[config.mk]
export PLATFORM = sky130hd
export DESIGN_NAME = dma_evt_irq_unit
export DESIGN_NICKNAME = d
export VERILOG_FILES = /design/src/rtl/dma_evt_pkg.sv /design/src/rtl/evt_bank.sv /design/src/rtl/chan_ctrl.sv /design/src/rtl/irq_merge.sv /design/src/rtl/dma_evt_irq_unit.sv
export SDC_FILE = /design/constraint.sdc
export NUM_CORES = 1
export LEC_CHECK = 0
export ABC_AREA = 1
export BUFFER_PORTS_ARGS = -buffer_cell sky130_fd_sc_hd__buf_2
export CORE_ASPECT_RATIO = 1.75
export CORE_MARGIN = 2
export CORE_UTILIZATION = 33
export DETAILED_ROUTE_END_ITERATION = 12
export PLACE_DENSITY_LB_ADDON = 0.15
export SLEW_MARGIN = 0
export SYNTH_ARGS = -nofsm -noshare
export SYNTH_HDL_FRONTEND = slang
export SYNTH_SLANG_ARGS = --single-unit
[constraint.sdc]
create_clock -name clk -period 1.4 [get_ports clk]
set_clock_uncertainty 0.2 [all_clocks]
set_input_delay 0.28 -clock clk [delete_from_list [all_inputs] [get_ports clk]]
set_output_delay 0.28 -clock clk [all_outputs]
set_load 0.03 [all_outputs]
[src/rtl/dma_evt_pkg.sv]
package dma_evt_pkg;
  localparam int NKIND = 4;
  localparam int CTRL_W = 1 + NKIND;

  typedef enum logic [1:0] {
    K_DONE  = 2'd0,
    K_HALF  = 2'd1,
    K_FAULT = 2'd2,
    K_STOP  = 2'd3
  } evt_kind_e;

  localparam int A_GCTL      = 0;
  localparam int A_STS0      = 1;
  localparam int A_KILL      = 5;
  localparam int A_ACTIVE    = 6;
  localparam int A_CTRL_BASE = 8;

  function automatic logic [CTRL_W-1:0] ctrl_word(input logic en, input logic [NKIND-1:0] sup);
    return {sup, en};
  endfunction
endpackage

[src/rtl/evt_bank.sv]
module evt_bank #(
  parameter int NCH = 8
) (
  input  logic           clk,
  input  logic           rst_n,
  input  logic           greset_i,
  input  logic [NCH-1:0] set_i,
  input  logic [NCH-1:0] clr_i,
  output logic [NCH-1:0] q_o
);
  function automatic logic [NCH-1:0] sticky_next(input logic [NCH-1:0] cur,
                                                 input logic [NCH-1:0] set,
                                                 input logic [NCH-1:0] clr,
                                                 input logic wipe);
    if (wipe) return '0;
    return set | (cur & ~clr);
  endfunction

  logic [NCH-1:0] q_d;
  assign q_d = sticky_next(q_o, set_i, clr_i, greset_i);

  always_ff @(posedge clk or negedge rst_n) begin
    if (!rst_n) q_o <= '0;
    else        q_o <= q_d;
  end

  a_r4_set_wins: assert property (@(posedge clk) disable iff (!rst_n)
    (!greset_i && (|set_i)) |=> ((q_o & $past(set_i)) == $past(set_i)));
  a_r3_clear_takes: assert property (@(posedge clk) disable iff (!rst_n)
    !greset_i |=> ((q_o & $past(clr_i & ~set_i)) == '0));
  a_r3_zero_keeps: assert property (@(posedge clk) disable iff (!rst_n)
    !greset_i |=> ((q_o & $past(q_o & ~clr_i)) == $past(q_o & ~clr_i)));
  a_r10_wipe: assert property (@(posedge clk) disable iff (!rst_n)
    greset_i |=> (q_o == '0));
endmodule

[src/rtl/chan_ctrl.sv]
module chan_ctrl import dma_evt_pkg::*; (
  input  logic              clk,
  input  logic              rst_n,
  input  logic              greset_i,
  input  logic              wr_i,
  input  logic [CTRL_W-1:0] wdata_i,
  input  logic              term_i,
  output logic              en_o,
  output logic [NKIND-1:0]  sup_o
);
  always_ff @(posedge clk or negedge rst_n) begin
    if (!rst_n) begin
      en_o  <= 1'b0;
      sup_o <= '1;
    end else begin
      if (greset_i || term_i) en_o <= 1'b0;
      else if (wr_i)          en_o <= wdata_i[0];
      if (wr_i) sup_o <= wdata_i[CTRL_W-1:1];
    end
  end

  a_r9_term_drops_en: assert property (@(posedge clk) disable iff (!rst_n)
    term_i |=> !en_o);
  a_r10_wipe_en: assert property (@(posedge clk) disable iff (!rst_n)
    greset_i |=> !en_o);
  a_r10_sup_kept: assert property (@(posedge clk) disable iff (!rst_n)
    !wr_i |=> $stable(sup_o));
endmodule

[src/rtl/irq_merge.sv]
module irq_merge #(
  parameter int NCH = 8,
  parameter int NK  = 4
) (
  input  logic                   clk,
  input  logic                   rst_n,
  input  logic [NK-1:0][NCH-1:0] sts_i,
  input  logic [NK-1:0][NCH-1:0] sup_i,
  output logic                   irq_o
);
  function automatic logic any_pending(input logic [NK-1:0][NCH-1:0] s,
                                       input logic [NK-1:0][NCH-1:0] m);
    logic r;
    r = 1'b0;
    for (int k = 0; k < NK; k++) r = r | (|(s[k] & ~m[k]));
    return r;
  endfunction

  logic pend;
  assign pend = any_pending(sts_i, sup_i);

  always_ff @(posedge clk or negedge rst_n) begin
    if (!rst_n) irq_o <= 1'b0;
    else        irq_o <= pend;
  end

  a_r6_irq_needs_cause: assert property (@(posedge clk) disable iff (!rst_n)
    $rose(irq_o) |-> $past(|sts_i));
  a_r5_all_suppressed: assert property (@(posedge clk) disable iff (!rst_n)
    (&sup_i) |=> !irq_o);
  a_r6_quiet_when_empty: assert property (@(posedge clk) disable iff (!rst_n)
    (sts_i == '0) |=> !irq_o);
endmodule

[src/rtl/dma_evt_irq_unit.sv]
module dma_evt_irq_unit import dma_evt_pkg::*; #(
  parameter int NCH = 8,
  localparam int AW = $clog2(A_CTRL_BASE + NCH),
  localparam int DW = (NCH > CTRL_W) ? NCH : CTRL_W
) (
  input  logic           clk,
  input  logic           rst_n,
  input  logic           reg_wr,
  input  logic           reg_rd,
  input  logic [AW-1:0]  reg_addr,
  input  logic [DW-1:0]  reg_wdata,
  output logic [DW-1:0]  reg_rdata,
  input  logic [NCH-1:0] ev_done,
  input  logic [NCH-1:0] ev_half,
  input  logic [NCH-1:0] ev_fault,
  input  logic [NCH-1:0] ev_stop,
  output logic [NCH-1:0] ch_en,
  output logic [NCH-1:0] abort_req,
  output logic           irq
);
  logic gclr;
  logic kill_wr;
  logic [NKIND-1:0][NCH-1:0] ev_k, clr_k, sts_k, sup_k;
  logic [NCH-1:0][NKIND-1:0] sup_c;
  logic [DW-1:0] rd_next;

  assign gclr    = reg_wr && (reg_addr == AW'(A_GCTL)) && reg_wdata[0];
  assign kill_wr = reg_wr && (reg_addr == AW'(A_KILL));
  assign ev_k    = {ev_stop, ev_fault, ev_half, ev_done};

  for (genvar k = 0; k < NKIND; k++) begin : g_kind
    assign clr_k[k] = (reg_wr && (reg_addr == AW'(A_STS0 + k))) ? reg_wdata[NCH-1:0] : '0;
    evt_bank #(.NCH(NCH)) u_bank (
      .clk      (clk),
      .rst_n    (rst_n),
      .greset_i (gclr),
      .set_i    (ev_k[k]),
      .clr_i    (clr_k[k]),
      .q_o      (sts_k[k])
    );
  end

  for (genvar c = 0; c < NCH; c++) begin : g_chan
    logic wr_c, term_c;
    assign wr_c   = reg_wr && (reg_addr == AW'(A_CTRL_BASE + c));
    assign term_c = ev_done[c] | ev_fault[c] | ev_stop[c];
    chan_ctrl u_ctrl (
      .clk      (clk),
      .rst_n    (rst_n),
      .greset_i (gclr),
      .wr_i     (wr_c),
      .wdata_i  (reg_wdata[CTRL_W-1:0]),
      .term_i   (term_c),
      .en_o     (ch_en[c]),
      .sup_o    (sup_c[c])
    );
    for (genvar k = 0; k < NKIND; k++) begin : g_tr
      assign sup_k[k][c] = sup_c[c][k];
    end
  end

  irq_merge #(.NCH(NCH), .NK(NKIND)) u_irq (
    .clk   (clk),
    .rst_n (rst_n),
    .sts_i (sts_k),
    .sup_i (sup_k),
    .irq_o (irq)
  );

  always_comb begin
    rd_next = '0;
    if (reg_addr == AW'(A_ACTIVE)) rd_next = DW'(ch_en);
    for (int k = 0; k < NKIND; k++)
      if (reg_addr == AW'(A_STS0 + k)) rd_next = DW'(sts_k[k]);
    for (int c = 0; c < NCH; c++)
      if (reg_addr == AW'(A_CTRL_BASE + c)) rd_next = DW'(ctrl_word(ch_en[c], sup_c[c]));
  end

  always_ff @(posedge clk or negedge rst_n) begin
    if (!rst_n) begin
      reg_rdata <= '0;
      abort_req <= '0;
    end else begin
      if (reg_rd) reg_rdata <= rd_next;
      abort_req <= kill_wr ? reg_wdata[NCH-1:0] : '0;
    end
  end

  a_r7_abort_follows: assert property (@(posedge clk) disable iff (!rst_n)
    kill_wr |=> (abort_req == $past(reg_wdata[NCH-1:0])));
  a_r7_abort_single: assert property (@(posedge clk) disable iff (!rst_n)
    (!kill_wr) |=> (abort_req == '0));
  a_r11_rdata_hold: assert property (@(posedge clk) disable iff (!rst_n)
    !reg_rd |=> $stable(reg_rdata));
endmodule

==> impl_metrics.toml, run 1 <==
[timing]
fmax_ghz = 0.6458
grt_setup_unrepaired = "yes"
report.final.hold_viol_count = 0
relSlewSlack_pct = 65.26
min_period_over_period_pct = 110.6
setup_slack_ns = -0.1485
min_period_ns = 1.548
tightest_slew_ns = 0.5205
whs_ns = 0.009339
maxSlewViolCount = 0
final-setup-viol-count = 13

[pwr]
p_clk_share_pct = 34.9
ir_worst_vdd_mv = 0.6309
p_int_mw = 5.066
seq_power_share_pct = 44.1
switching_share_pct = 29.58
leakagePower_nw = 3.571
p_total_mw = 7.194
powerDensity_mw_per_mm2 = 988.0
power_switching_mw = 2.128
pwr-share-comb_pct = 21.0

[critical_path]
crit_type = "reg -> reg"
crit_fanout = 2
endpoint = "reg_rdata[1]"
arrival_ns = 1.59
end_kind = "flop"
cp-start-kind = "flop"
r2r_setup_slack_ns = -0.15
crit_cells = 9
slowest_delay_ns = 0.41
rr_startpoint = "g_chan[1].u_ctrl.en_o"
path_buf_inv = 1
startpoint = "g_chan[1].u_ctrl.en_o"
crit_chain = "buf_6 > nand2_2 > nand4_1 > nor2_1 > nand4_1 > nand2_1 > nand4_1 > nand2_1 > nand2_1"
reg2reg_depth = 9
r2r-end = "reg_rdata[1]"
slowest_stage = "dfrtp_1"
crit_family = "simple AND/OR/NAND/NOR gates"
crit_required_ns = 1.44

[drt]
dr.pass1.iters = 5
drc = 0
via_per_inst = 4.887
wirelength_um = 18200
final_antenna_net_count = 0
initialDrtViolationCount = 173
vias = 4789
wl_per_cell_um = 18.57

[synthesis]
avgSynthCellArea_um2 = 7.982
synth_edf_count = 0
yosysMostFrequentCell = "nand2_1"
synth_seq_cells = 89
synthTopCellsByCount = "nand2_1, inv_1, o21ai_0"
ys_seq_area_share_pct = 50.36
synthArstFlopShare_pct = 100.0
netlist_top_cells_area = "dfrtp_1, dfstp_2, nand2_1, o21ai_0, inv_1"
yosysTopAreaCell = "dfrtp_1"
syn-num-nets = 612
syn_area_mm2 = 0.004502
synth_top_area_share_pct = 31.68
ys.flop_type = "dfrtp_1"
synth_warnings = 0
synthDistinctLibCells = 30
synthCells = 564

[global_routing]
grt_max_degree = 44
use_met3_pct = 3.597
grt_busiest_layer = "met2"
antenna_found_initial = 0
grt_use_total_pct = 25.78
grt.overflow.total = 0
grt_pass1_wl_um = 27580
grtUsageMet1_pct = 29.59
use_met2_pct = 46.64
grt_pass1_vias = 4892

[cts]
clkTransAtPathRegs_ns = 0.07
cts_made_buffers = 9
cts_sinks = 89
tritoncts = "yes"
root_buffer = "clkbuf_16"
htreeDepth = 3
clock_path_buffers = 2
clk_latency_ns = 0.35

[layout]
antenna-diode-count = 0
layout-drive-gt1-share_pct = 45.78
post-route-cell-area_mm2 = 0.007281
final_nets = 849
area_growth_pct = 61.73

[floorplan]
die_area_mm2 = 0.01463
boundaryPins = 73
chipHeight_um = 158.5
die_w_um = 92.29
initial_core_util_pct = 33.64
fp.coreArea_mm2 = 0.01338
fp-row-count = 56

[outcome]
violations = "setup timing"
status = "finished, violations left"

[placed_design]
routabilityCongestion = 0.9531
place_area_mm2 = 0.006078
portBuffers = 72
hpwl_um = 14370

[hold_path]
hold_path_depth = 3
holdCritPathClass = "in -> reg"

[job]
maxCapViolations = 0
[power by group through the flow]
stage / Clock (mW) / Combinational [mW] / Sequential (mW)
after CTS: 2.56 / 1.42 / 3.17
after detailed placement: 0 / 1.29 / 3.21
after global placement: 0 / 1.27 / 3.20
after floorplan: 0 / 0.527 / 3.21
after global routing: 2.65 / 1.66 / 3.21
final: 2.51 / 1.51 / 3.17
[worst min path at each step]
stage / startpoint / endpoint / slack, ns
global placement: rst_n / abort_req[2] / -0.09
finish: reg_wdata[1] / g_chan[7].u_ctrl.sup_o[0] / 0.009
CTS: ev_fault[7] / g_kind[2].u_bank.q_o[7] / 0.00005
floorplan: rst_n / abort_req[0] / -0.22
detailed placement: rst_n / abort_req[2] / -0.09
global route: ev_fault[1] / g_kind[2].u_bank.q_o[1] / 0.01
[final cells by class]
| type | instances | area (µm²) |
|---|---|---|
| clock buffer | 9 | 225.2 |
| clock inverter | 7 | 76.32 |
| fill | 1303 | 6102 |
| inverter | 99 | 379.1 |
| multi-input combinational | 357 | 2074 |
| sequential | 89 | 2268 |
| tap | 174 | 217.7 |
| timing repair buffer | 245 | 2039 |
[tightest hold or removal path: stages]
cell and delay [ns]:
buf_2 0.12, nand2_1 0.06, o21ai_0 0.08
[layout by cell type (no fill, tap or decap), types with 14 or more instances in the layout]
master         netlist  layout
a21oi_1             47      26
a21oi_2              0      21
buf_2                1      46
buf_4               12     129
buf_6                0      28
dfrtp_1             57      56
dfstp_2             32      32
dlygate4sd3_1        0      31
inv_1               98      79
inv_2                1      17
nand2_1            106      94
nand2_2              7      17
nand3_1             27      14
nor2_1              33      26
o21ai_0             78      48
o21ai_1              2      28
[state kept, by name, summed over array words and instances (netlist names)]
register / count
g_kind.u_bank.q_o: 32
reg_rdata: 8
g_chan.u_ctrl.sup_o: 32
abort_req: 8
g_chan.u_ctrl.en_o: 8
u_irq.irq_o: 1
[stage by stage]
stage	worst slack (ns)	util [%]	TNS, ns	std cells
global placement	-0.5981	45.42	-28.41	910
finish	-0.1485	54.40	-1.057	980
global route	-0.1998	54.40	-1.939	980
floorplan	-0.07308	-	-1.502	564
detailed placement	-0.5993	45.42	-30.19	910
CTS	-0.1452	51.93	-1.096	967
[routing by layer]
layer | vias up | share of wire [%]
met5 | - | 0
met4 | 0 | 3.9
met3 | 33 | 3.5
met2 | 137 | 53
met1 | 2300 | 39
li1 | 2319 | -
[kinds of logic (layout without fill, tap and decap cells)]
family / count (synthesis) / in the layout / share of synthesized area (%)
AND/OR/NAND/NOR: 207 / 207 / 20.79
AO/OA/AOI/OAI: 150 / 150 / 17.98
buffers and inverters: 118 / 360 / 10.87
flip-flops: 89 / 89 / 50.36
[repair_timing]
action | in CTS | in global routing
hold buffers | 31 | 0
endpoints found under the setup margin | 52 | 70
gates resized for setup | 61 | 91
hold endpoints to repair | 93 | 0
pin swaps | 13 | 25
buffers inserted | 10 | 17
(Power assumes the default switching activity.)
==> run 2, diff against run 1 <==
- ABC_AREA: 1 -> unset
==> impl_metrics.toml, run 2 <==
[outcome]
status = "finished, violations left"
violations = "hold timing, setup timing"

[layout]
antenna-diode-count = 0
final_common_cell = "buf_4"
largestRegisters = "g_chan.u_ctrl.sup_o (32), g_kind.u_bank.q_o (32)"
layout-drive-gt1-share_pct = 64.61
layout_common_cells = "buf_4, dfrtp_1, buf_2, buf_6, dfstp_2"
area_growth_pct = 72.38
final_nets = 755
post-route-cell-area_mm2 = 0.008302
fin_cells = 892
fin_util_pct = 58.07

[timing]
final-setup-viol-count = 73
report.final.hold_viol_count = 5
tightest_slew_ns = 0.5155
min_period_ns = 1.841
min_period_over_period_pct = 131.5
grt_setup_unrepaired = "yes"
whs_ns = -0.007930
fmax_ghz = 0.5432
setup_slack_ns = -0.4410
maxSlewViolCount = 0
relSlewSlack_pct = 65.56

[synthesis]
synthCells = 493
ys_seq_area_share_pct = 47.08
netlist_top_cells_area = "dfrtp_1, dfstp_2, mux2_2, a21oi_1, nor2_1"
avgSynthCellArea_um2 = 9.768
synth_seq_cells = 89
syn-num-nets = 541
synth_top_area_share_pct = 29.62
yosysMostFrequentCell = "dfrtp_1"
ys.flop_type = "dfrtp_1"
synthDistinctLibCells = 43
synthArstFlopShare_pct = 100.0
syn_area_mm2 = 0.004816
synthTopCellsByCount = "dfrtp_1, nor2_1, mux2_2"
yosysTopAreaCell = "dfrtp_1"
synth_edf_count = 0
synth_warnings = 0

[critical_path]
crit_required_ns = 1.41
crit_chain = "mux2_4 > a221oi_2 > nor2_1 > a222oi_1 > o221ai_1"
arrival_ns = 1.85
cp-start-kind = "flop"
end_kind = "flop"
slowest_delay_ns = 0.39
crit_fanout = 2
crit_type = "reg -> reg"
slowest_stage = "dfrtp_1"

[cts]
clkTransAtPathRegs_ns = 0.07
clk_latency_ns = 0.34
clock_path_buffers = 2
tritoncts = "yes"
cts_sinks = 89
cts_made_buffers = 9
root_buffer = "clkbuf_16"
htreeDepth = 3

[global_routing]
grt_use_total_pct = 25.99
antenna_found_initial = 0
grt_pass1_wl_um = 29570
grt.overflow.total = 0
grt_max_degree = 35
grt_pass1_vias = 5158

[drt]
initialDrtViolationCount = 317
wirelength_um = 19960
vias = 4784
dr.pass1.iters = 6
drc = 0
wl_per_cell_um = 22.37
via_per_inst = 5.363
final_antenna_net_count = 0

[placed_design]
numPlacedInstances = 816
hpwl_um = 14160
place_area_mm2 = 0.006217
routabilityCongestion = 0.9610
portBuffers = 72

[pwr]
p_int_mw = 5.553
switching_share_pct = 29.17
powerDensity_mw_per_mm2 = 944.3
leakagePower_nw = 3.715
p_total_mw = 7.840
p_clk_share_pct = 32.4
pwr-share-comb_pct = 25.1
power_switching_mw = 2.287
seq_power_share_pct = 42.4
ir_worst_vdd_mv = 0.7995

[hold_path]
holdCritPathClass = "in -> reg"

[floorplan]
fp-row-count = 58
boundaryPins = 73
die_area_mm2 = 0.01561
fp.coreArea_mm2 = 0.01430
die_w_um = 95.32
chipHeight_um = 163.8
initial_core_util_pct = 33.69

[job]
maxCapViolations = 0
[run 2: cell types whose count changed in the layout (fill, tap and decap cells not counted), sizes merged, moves of 25 or more]
cell and change:
nand2 -74, mux2 +43, inv -68, nand3 -25, o21ai -63
[run 2: path summary, 6_finish.rpt]
kind	slack (ns)	startpoint	cells past startpoint	to
max	-0.44	g_chan[3].u_ctrl.en_o	5	reg_rdata[3]
min reg2reg	0.30	reg_rdata[1]	2	reg_rdata[1]
min	-0.008	ev_done[1]	3	g_kind[0].u_bank.q_o[1]
min in group asynchronous	0.13	rst_n	2	g_kind[0].u_bank.q_o[1]
max reg2reg	-0.44	g_chan[3].u_ctrl.en_o	5	reg_rdata[3]
max in group asynchronous	0.33	rst_n	3	g_chan[4].u_ctrl.sup_o[1]
[run 2: repair_timing]
action                                 in CTS  in global routing
setup endpoints to repair                  89                 97
buffers inserted                           23                 17
endpoints found under the hold margin      84                  0
cloned                                      5                  0
resized for setup                         176                123
hold buffers                               26                  0
pin swaps                                  66                 65
[run 2: power groups by stage]
stage                     Clock [mW]  Sequential, mW  Combinational (mW)
after global placement             0            3.33                1.46
after floorplan                    0            3.27               0.742
after detailed placement           0            3.34                1.48
after global routing            2.65            3.35                2.09
final                           2.54            3.33                1.97
after CTS                       2.57            3.30                1.76
[run 2: metal layers]
layer | global-route usage (%) | share of wire [%] | wire length, µm | vias up
met2 | 45.90 | 53 | 10630 | 176
met3 | 3.532 | 3.8 | 750 | 62
li1 | - | - | - | 2159
met4 | 15.94 | 6.4 | 1280 | 0
met1 | 28.78 | 37 | 7296 | 2387
met5 | 0 | 0 | 0 | -
[run 2: logic make-up (layout without fill, tap and decap cells)]
group                  Yosys count  count (layout)  synth area share, %
and+or+nand+nor                159             159                16.37
buffers and inverters           71             290                7.300
DFF                             89              89                47.08
muxes                           60              60                13.67
AOI/OAI and AO/OA              114             114                15.59
[run 2: area by class of cell]
class	instances	area, µm²
Fill cell	1195	5995
Multi-Input combinational cell	333	3198
Sequential cell	89	2268
Timing Repair Buffer	240	2167
Clock buffer	12	256.5
Tap cell	180	225.2
Inverter	34	135.1
Clock inverter	4	51.30
[run 2: critical path: cells and delay by family (launching register included)]
| kind | cells | cell delay [ns] |
|---|---|---|
| and+or+nand+nor | 1 | 0.08 |
| DFF | 1 | 0.39 |
| AOI/OAI and AO/OA | 3 | 0.77 |
| muxes | 1 | 0.28 |
[run 2: metrics by stage]
stage | setup slack [ns] | setup TNS [ns]
after floorplan | -0.3151 | -15.21
after global placement | -0.9235 | -43.10
after detailed placement | -0.9623 | -43.55
after CTS | -0.3687 | -8.860
after global routing | -0.4857 | -11.41
final | -0.4410 | -8.746
==> run 3, diff against run 2 <==
- PLACE_DENSITY: unset -> 0.51
- PLACE_DENSITY_LB_ADDON: 0.15 -> unset
==> impl_metrics.toml, run 3 (synthesis gave the netlist of run 2 again) <==
[cts]
clk_latency_ns = 0.35
tritoncts = "yes"
htreeDepth = 3
cts_made_buffers = 9
cts_sinks = 89
clock_path_buffers = 2
clkTransAtPathRegs_ns = 0.07
root_buffer = "clkbuf_16"

[pwr]
leakagePower_nw = 3.681
ir_worst_vdd_mv = 0.6819
powerDensity_mw_per_mm2 = 932.3
p_total_mw = 7.651

[layout]
final_common_cell = "buf_4"
antenna-diode-count = 0
final_nets = 758
area_growth_pct = 70.41
largestRegisters = "g_chan.u_ctrl.sup_o (32), g_kind.u_bank.q_o (32)"
layout_common_cells = "buf_4, dfrtp_1, buf_2, buf_6, dfstp_2"
layout-drive-gt1-share_pct = 62.10

[placed_design]
portBuffers = 72
hpwl_um = 13800
routabilityCongestion = 0.9006

[hold_path]
holdCritPathClass = "in -> reg"

[drt]
wirelength_um = 19720
initialDrtViolationCount = 247
wl_per_cell_um = 22.03
vias = 4808
dr.pass1.iters = 4
via_per_inst = 5.372
final_antenna_net_count = 0
drc = 0

[timing]
final-setup-viol-count = 76
grt_setup_unrepaired = "yes"
setup_slack_ns = -0.4739
whs_ns = 0.0001645
fmax_ghz = 0.5337
min_period_ns = 1.874
relSlewSlack_pct = 66.72
fin_setup_tns_ns = -10.38
maxSlewViolCount = 0
report.final.hold_viol_count = 0
min_period_over_period_pct = 133.8
tightest_slew_ns = 0.4982

[global_routing]
grt.overflow.total = 0
antenna_found_initial = 0
grt_pass1_wl_um = 29410
grt_pass1_vias = 5144
grt_use_total_pct = 25.65
grt_max_degree = 32

[critical_path]
crit_type = "reg -> reg"
crit_fanout = 3
arrival_ns = 1.88
cp-start-kind = "flop"
crit_required_ns = 1.40
end_kind = "flop"

[floorplan]
die_area_mm2 = 0.01561
initial_core_util_pct = 33.69
fp.coreArea_mm2 = 0.01430
die_w_um = 95.32
chipHeight_um = 163.8
fp-row-count = 58
boundaryPins = 73

[outcome]
status = "finished, violations left"
violations = "setup timing"

[job]
maxCapViolations = 0
## run 3: per-stage QoR
stage	area [µm²]	util, %	setup slack (ns)	std cells
after floorplan	5035	-	-0.3151	493
after global placement	6212	43.45	-1.007	812
after detailed placement	6212	43.45	-0.9850	812
after CTS	7581	53.03	-0.4269	876
after global routing	8207	57.40	-0.5621	895
final	8207	57.40	-0.4739	895
## run 3: final cells by class
cell class	count	area [µm²]
fillers	1166	6090
repair buffers	243	2215
inverters	34	127.6
clock inverters	6	42.54
flip-flops and latches	89	2267
well taps	180	225.2
clock buffers	10	239.0
multi-input cells	333	3090
## run 3: timing repair
| item | CTS | global route |
|---|---|---|
| hold buffers | 29 | 1 |
| setup endpoints to repair | 97 | 92 |
| cloned | 6 | 0 |
| buffers inserted | 13 | 27 |
| endpoints found under the hold margin | 91 | 1 |
| gates resized for setup | 148 | 131 |
| pin swaps | 60 | 69 |
## run 3: path summary, 6_finish.rpt
path	to	slack (ns)	start	cells past startpoint
setup / recovery	reg_rdata[0]	-0.47	g_chan[0].u_ctrl.en_o	5
hold / removal	g_chan[3].u_ctrl.en_o	0.0002	ev_fault[3]	3
setup reg to reg	reg_rdata[0]	-0.47	g_chan[0].u_ctrl.en_o	5
hold reg to reg	reg_rdata[1]	0.30	reg_rdata[1]	2
max in group asynchronous	g_chan[4].u_ctrl.sup_o[0]	0.28	rst_n	3
min in group asynchronous	g_chan[0].u_ctrl.en_o	0.16	rst_n	2
## run 3: worst max-delay path: stages, from the launching register on
cell and delay [ns]:
dfrtp_1 0.40, buf_4 0.14, buf_6 0.11, mux2_2 0.27, a222oi_1 0.43, o221ai_1 0.17
## run 3: routing by layer
layer  wire length [µm]  vias up  GRT usage [%]
met3                617       69          3.670
met2              10410      165          46.00
met4               1297        0          14.95
met1               7395     2402          28.00
li1                   -     2172              -
met5                  0        -              0
## run 3: power by group
group / switching, mW / total (mW) / leakage [nW] / internal, mW
registers: 0.304 / 3.32 / 0.960 / 3.02
logic: 0.909 / 1.98 / 2.58 / 1.07
clock network: 1.10 / 2.35 / 0.136 / 1.26
total: 2.31 / 7.65 / 3.68 / 5.34
